## src/rtl/gpio_port_pkg.sv

```systemverilog
package gpio_port_pkg;
  localparam int BYTE_W = 8;
  localparam int NIB_W  = 4;
  localparam int N_NIB  = BYTE_W / NIB_W;
  localparam int ADDR_W = 8;

  localparam logic [ADDR_W-1:0] ADR_DATA = 8'h48;
  localparam logic [ADDR_W-1:0] ADR_CTRL = 8'h4C;
  localparam logic [ADDR_W-1:0] ADR_FUNC = 8'h4D;
  localparam logic [ADDR_W-1:0] ADR_DRV  = 8'h4E;
  localparam logic [ADDR_W-1:0] ADR_DIR  = 8'h4F;

  // pins that own an alternate serial signal
  localparam logic [BYTE_W-1:0] ALT_MASK = 8'h77;

  typedef enum logic [1:0] {
    UPD_NOW = 2'b00,
    UPD_TA1 = 2'b01,
    UPD_TB1 = 2'b10,
    UPD_TB2 = 2'b11
  } upd_sel_e;
endpackage

```

## src/rtl/gpio_port_regs.sv

```systemverilog
module gpio_port_regs
  import gpio_port_pkg::*;
(
  input  logic              clk_i,
  input  logic              rst_ni,
  input  logic              wr_en_i,
  input  logic [ADDR_W-1:0] addr_i,
  input  logic [BYTE_W-1:0] wdata_i,
  output logic [BYTE_W-1:0] hold_o,
  output upd_sel_e          sel_o [N_NIB],
  output logic [BYTE_W-1:0] func_o,
  output logic [BYTE_W-1:0] drv_o,
  output logic [BYTE_W-1:0] dir_o
);
  always_ff @(posedge clk_i or negedge rst_ni) begin
    if (!rst_ni) begin
      hold_o <= '0;
      func_o <= '0;
      drv_o  <= '0;
      dir_o  <= '0;
      for (int n = 0; n < N_NIB; n++) sel_o[n] <= UPD_NOW;
    end else if (wr_en_i) begin
      unique case (addr_i)
        ADR_DATA: hold_o <= wdata_i;
        ADR_CTRL: for (int n = 0; n < N_NIB; n++)
                    sel_o[n] <= upd_sel_e'(wdata_i[n*NIB_W +: 2]);
        ADR_FUNC: func_o <= wdata_i;
        ADR_DRV:  drv_o  <= wdata_i;
        ADR_DIR:  dir_o  <= wdata_i;
        default: ;
      endcase
    end
  end
endmodule

```

## src/rtl/gpio_nib_upd.sv

```systemverilog
module gpio_nib_upd
  import gpio_port_pkg::*;
#(
  parameter int W = NIB_W
) (
  input  logic         clk_i,
  input  logic         rst_ni,
  input  upd_sel_e     sel_i,
  input  logic         tmr_a1_i,
  input  logic         tmr_b1_i,
  input  logic         tmr_b2_i,
  input  logic [W-1:0] hold_i,
  output logic [W-1:0] out_o
);
  logic fire;

  always_comb begin
    unique case (sel_i)
      UPD_NOW: fire = 1'b1;
      UPD_TA1: fire = tmr_a1_i;
      UPD_TB1: fire = tmr_b1_i;
      UPD_TB2: fire = tmr_b2_i;
      default: fire = 1'b0;
    endcase
  end

  always_ff @(posedge clk_i or negedge rst_ni) begin
    if (!rst_ni)   out_o <= '0;
    else if (fire) out_o <= hold_i;
  end
endmodule

```

## src/rtl/gpio_sync.sv

```systemverilog
module gpio_sync #(
  parameter int W      = 8,
  parameter int STAGES = 2
) (
  input  logic         clk_i,
  input  logic         rst_ni,
  input  logic [W-1:0] d_i,
  output logic [W-1:0] q_o
);
  logic [W-1:0] stg_q [STAGES];

  always_ff @(posedge clk_i or negedge rst_ni) begin
    if (!rst_ni) begin
      for (int s = 0; s < STAGES; s++) stg_q[s] <= '0;
    end else begin
      stg_q[0] <= d_i;
      for (int s = 1; s < STAGES; s++) stg_q[s] <= stg_q[s-1];
    end
  end

  assign q_o = stg_q[STAGES-1];
endmodule

```

## src/rtl/gpio_byte_port.sv

```systemverilog
module gpio_byte_port
  import gpio_port_pkg::*;
#(
  parameter int SYNC_STAGES = 2
) (
  input  logic              clk_i,
  input  logic              rst_ni,
  input  logic              wr_en_i,
  input  logic [ADDR_W-1:0] addr_i,
  input  logic [BYTE_W-1:0] wdata_i,
  output logic [BYTE_W-1:0] rdata_o,
  input  logic              tmr_a1_i,
  input  logic              tmr_b1_i,
  input  logic              tmr_b2_i,
  input  logic              ser_e_txd_i,
  input  logic              ser_e_rclk_i,
  input  logic              ser_e_tclk_i,
  input  logic              ser_f_txd_i,
  input  logic              ser_f_rclk_i,
  input  logic              ser_f_tclk_i,
  input  logic [BYTE_W-1:0] pin_i,
  output logic [BYTE_W-1:0] pin_oe_o,
  output logic [BYTE_W-1:0] pin_do_o,
  output logic [BYTE_W-1:0] ser_rx_o
);
  logic [BYTE_W-1:0] hold_q, func_q, drv_q, dir_q, out_q, sync_q;
  logic [BYTE_W-1:0] alt_v, val_v;
  upd_sel_e          sel_q [N_NIB];

  gpio_port_regs u_regs (
    .clk_i, .rst_ni, .wr_en_i, .addr_i, .wdata_i,
    .hold_o(hold_q), .sel_o(sel_q), .func_o(func_q),
    .drv_o(drv_q), .dir_o(dir_q)
  );

  for (genvar n = 0; n < N_NIB; n++) begin : g_nib
    gpio_nib_upd #(.W(NIB_W)) u_nib (
      .clk_i, .rst_ni,
      .sel_i   (sel_q[n]),
      .tmr_a1_i, .tmr_b1_i, .tmr_b2_i,
      .hold_i  (hold_q[n*NIB_W +: NIB_W]),
      .out_o   (out_q[n*NIB_W +: NIB_W])
    );
  end

  gpio_sync #(.W(BYTE_W), .STAGES(SYNC_STAGES)) u_sync (
    .clk_i, .rst_ni, .d_i(pin_i), .q_o(sync_q)
  );

  assign alt_v = {1'b0, ser_e_txd_i, ser_e_rclk_i, ser_e_tclk_i,
                  1'b0, ser_f_txd_i, ser_f_rclk_i, ser_f_tclk_i};

  for (genvar i = 0; i < BYTE_W; i++) begin : g_pin
    assign val_v[i] = (ALT_MASK[i] && func_q[i]) ? alt_v[i] : out_q[i];
    // open-drain: drive only the low level
    assign pin_oe_o[i] = dir_q[i] & (drv_q[i] ? ~val_v[i] : 1'b1);
    assign pin_do_o[i] = pin_oe_o[i] & val_v[i];
  end

  assign rdata_o  = (addr_i == ADR_DATA) ? sync_q : '0;
  assign ser_rx_o = sync_q;
endmodule

```

## config.mk

```make
export PLATFORM = sky130hd
export DESIGN_NAME = gpio_byte_port
export DESIGN_NICKNAME = d
export VERILOG_FILES = /design/src/rtl/gpio_port_pkg.sv /design/src/rtl/gpio_port_regs.sv /design/src/rtl/gpio_nib_upd.sv /design/src/rtl/gpio_sync.sv /design/src/rtl/gpio_byte_port.sv
export SDC_FILE = /design/constraint.sdc
export NUM_CORES = 1
export LEC_CHECK = 0
export CAP_MARGIN = 25
export CELL_PAD_IN_SITES_DETAIL_PLACEMENT = 1
export CELL_PAD_IN_SITES_GLOBAL_PLACEMENT = 1
export CORE_UTILIZATION = 30
export CTS_BUF_LIST = sky130_fd_sc_hd__clkbuf_8
export DETAILED_ROUTE_END_ITERATION = 6
export HOLD_SLACK_MARGIN = 0.03
export PLACE_DENSITY_LB_ADDON = 0.1
export REMOVE_ABC_BUFFERS = 1
export SLEW_MARGIN = 20
export SYNTH_ARGS = -nofsm -noshare
export SYNTH_HDL_FRONTEND = slang
export SYNTH_SLANG_ARGS = --single-unit
```

## constraint.sdc

```tcl
create_clock -name clk_i -period 1.8 [get_ports clk_i]
set_clock_uncertainty 0.05 [all_clocks]
set_input_delay 0.36 -clock clk_i [delete_from_list [all_inputs] [get_ports clk_i]]
set_output_delay 0.36 -clock clk_i [all_outputs]
set_load 0.01 [all_outputs]
```

==> metrics.csv, run 1 <==
stage,metric,value,unit
outcome,status,"complete, but fails checks",
outcome,violated checks,setup timing,
critical_path,Worst Setup SP,u_regs.func_o[1],
clock_tree,Clock transition at path regs,0.06,ns
finish,"commonest non-fill, non-tap cell in the layout",dfrtp_1,
critical_path,R2R Setup Slk,0.42,ns
floorplanning,Die Ht,91.28,um
timing,Fin. Hold Viols,0,
finish,sequential cell area,1451,um2
yosys,Synth area leaders,"dfrtp_1, mux2_2, and2_1",
finish,fraction of layout cells with a size suffix above 1,53.96,%
critical_path,Setup Crit Path Kind,flip-flop to primary output,
floorplanning,Initial Utilization,30.94,%
finish,cell area after layout,3686,um2
yosys,Yosys cell types,23,
routing,# DRC,0,
flow_run,Max-Cap Viols,0,
timing,max-slew violations,0,
critical_path,"slowest stage delay, CP",0.39,ns
routing,drt via density,4.433,
timing,Slew headroom,74.40,%
floorplanning,# rows,32,
grt,GRT overflow,0,
grt,Tot GR Track Use,15.99,%
placement,cell area after placement,3327,um2
finish,fillcell total,806,
critical_path,CP max FO,2,
critical_path,"Req. time, crit path",1.39,ns
critical_path,reg-to-reg critical path endpoint,g_nib[1].u_nib.out_o[0],
hold_path,Worst Hold Depth,0,
critical_path,worst-case reg-to-reg path depth,4,
floorplanning,die span in x,91.28,um
yosys,register area share after synthesis,60.70,%
floorplanning,Die ar.,8331,um2
clock_tree,Max Root-Sink Buffers,2,
placement,Detail Placement HPWL,4259,um
clock_tree,CTS HTree Levels,3,
hold_path,Worst Hold Path EP,u_sync.q_o[4],
grt,first-pass GRT wire length,9901,um
timing,RSZ-0062 raised after global routing,yes,
yosys,syn avg cell area,15.13,um2
yosys,"FF+latch count, synth",58,
critical_path,crit path DAT,1.47,ns
grt,initial antenna violation count,0,
critical_path,critical path's slowest cell,dfrtp_1,
critical_path,Crit Reg-Reg Startpoint,u_regs.sel_o[0],
finish,most frequent cells in the layout,"dfrtp_1, mux2_2, clkdlybuf4s50_1, buf_4, buf_6",
floorplanning,area of the core,7727,um2
floorplanning,I/O pin total,68,
power,pwr dens,783.6,nW/um2
finish,n_diodes,0,
hold_path,Worst Hold Launch,u_sync.stg_q[12],
power,Peak VDD IR,0.4022,mV
timing,Final min period,1.878,ns
clock_tree,latest clock arrival within the worst-skew pair,0.32,ns
clock_tree,CTS Buf Count,9,
timing,Hold Slack,0.2910,ns
routing,Pre-antenna DRT Iters,4,
finish,nets,296,
routing,Final ANT Viol Nets,0,
routing,post-DR wirelength/cell,16.12,um
placement,port bufs,67,
routing,Detailed Route Iter0 Violations,45,
grt,number of global-route vias before repair,1902,
critical_path,Startpoint Class,flip-flop,
placement,Routability Congestion,0.7352,
critical_path,WP buf/inv,1,
finish,Multi-input gate area,980.9,um2
placement,pre-CTS setup slack,-0.8801,ns
timing,final worst-path cycle share,104.3,%
clock_tree,CTS tree,built,
timing,post-route worst setup slack,-0.07806,ns
timing,Slew @ Worst Pin,0.3840,ns
critical_path,CP top delay family,flip-flops,
timing,setup_tns,-0.4676,ns
yosys,Post-Syn Area,2391,um2
yosys,synthesized instance count,158,
critical_path,CP Capture Type,primary output,
routing,WL final,5917,um
yosys,Synth area leader,dfrtp_1,
yosys,Yosys top cell area share,60.70,%
finish,Synth-to-Final Area Change,54.16,%
clock_tree,Clock Sinks,58,
yosys,yosys warns,0,
power,Static Leak,0.001810,uW
critical_path,"critical path, cell by cell",mux2_4 -> a21boi_2 -> and2_4 -> buf_6,
clock_tree,root buf cell,clkbuf_8,
routing,Vias,1627,
hold_path,Hold Path Class,flip-flop to flip-flop,
timing,maximum clock frequency,532.5,MHz
timing,final setup violation count,12,
grt,largest net degree at the start of global routing,43,
## cell families (layout without fill, tap and decap cells)
group,Yosys count,in the layout,synth area share (%)
AOI/OAI and AO/OA,10,10,3.035
buffers and inverters,10,117,2.878
DFF,58,58,60.70
muxes,50,50,23.44
and+or+nand+nor,30,30,9.943
## layout make-up
cell class,count,share of cell area [%]
Clock buffer,11,4.107
Inverter,1,0.1018
Clock inverter,5,1.256
Sequential cell,58,39.38
Timing Repair Buffer,100,25.08
Tap cell,102,3.462
Multi-Input combinational cell,90,26.61
## routing by layer
| metal | vias up | global-route usage (%) | part of all wire [%] |
|---|---|---|---|
| li1 | 753 | - | - |
| met4 | 0 | 7.937 | 1.9 |
| met5 | - | 0 | 0 |
| met3 | 9 | 3.266 | 3.9 |
| met1 | 824 | 18.42 | 41 |
| met2 | 41 | 28.16 | 53 |
## worst max-delay path by stage
stage,endpoint,slack (ns),cells after the start
floorplan,u_regs.drv_o[0],-0.07,3
global placement,rdata_o[1],-0.81,5
detailed placement,rdata_o[4],-0.88,5
CTS,pin_do_o[1],-0.09,4
global route,pin_do_o[1],-0.14,4
finish,pin_do_o[1],-0.08,4
## flip-flops by register name (all words and copies together) (netlist names)
| signal | count |
|---|---|
| g_nib.u_nib.out_o | 8 |
| u_regs.dir_o | 8 |
| u_regs.drv_o | 8 |
| u_regs.func_o | 6 |
| u_regs.hold_o | 8 |
| u_regs.sel_o | 4 |
| u_sync.q_o | 8 |
| u_sync.stg_q | 8 |
## per-stage QoR
| step | power [uW] | instances | util, % |
|---|---|---|---|
| floorplan | 1504 | 149 | - |
| global placement | 1699 | 344 | 43.05 |
| detailed placement | 1718 | 344 | 43.05 |
| CTS | 2928 | 366 | 46.84 |
| global route | 3031 | 367 | 47.70 |
| finish | 2888 | 367 | 47.70 |
## what timing repair did
action / in CTS / in global routing
gates resized for setup: 149 / 19
hold buffers: 1 / 0
setup buffers: 5 / 1
endpoints found under the hold margin: 16 / 0
pin swaps: 17 / 7
setup endpoints to repair: 50 / 20
## worst reg2reg max path, cell delays in order, from the launching register on
cell     delay (ns)
dfrtp_1        0.40
mux2i_1        0.13
a22oi_1        0.18
buf_4          0.18
mux2_2         0.34
## synth_stat cells
master / n
a21boi_0: 8
a21oi_1: 1
a22oi_1: 1
and2_1: 16
and3_1: 1
buf_2: 1
buf_4: 8
dfrtp_1: 58
inv_1: 1
mux2_2: 48
mux2i_1: 2
nand2_1: 1
nand4_1: 1
nand4b_1: 1
nor2_1: 1
nor2b_1: 2
nor3_4: 1
nor3b_1: 1
nor4_1: 1
nor4_2: 1
nor4_4: 1
nor4b_4: 1
or3b_1: 1
## power by group
group / internal, uW / switching, uW / leakage (uW)
Clock: 697 / 472 / 0.000113
Combinational: 196 / 119 / 0.000931
Sequential: 1370 / 36.2 / 0.000766
Note: power is estimated with default switching activity, not from simulation.
==> run 2: changes to the inputs <==
- CAP_MARGIN: 25 -> 20
==> results of run 2 <==
Final layout, timing and power as in run 1 (identical DEF).
==> run 3: changes to the inputs <==
- CAP_MARGIN: 20 -> 15
==> results of run 3 <==
Final layout, timing and power as in run 1 (identical DEF).
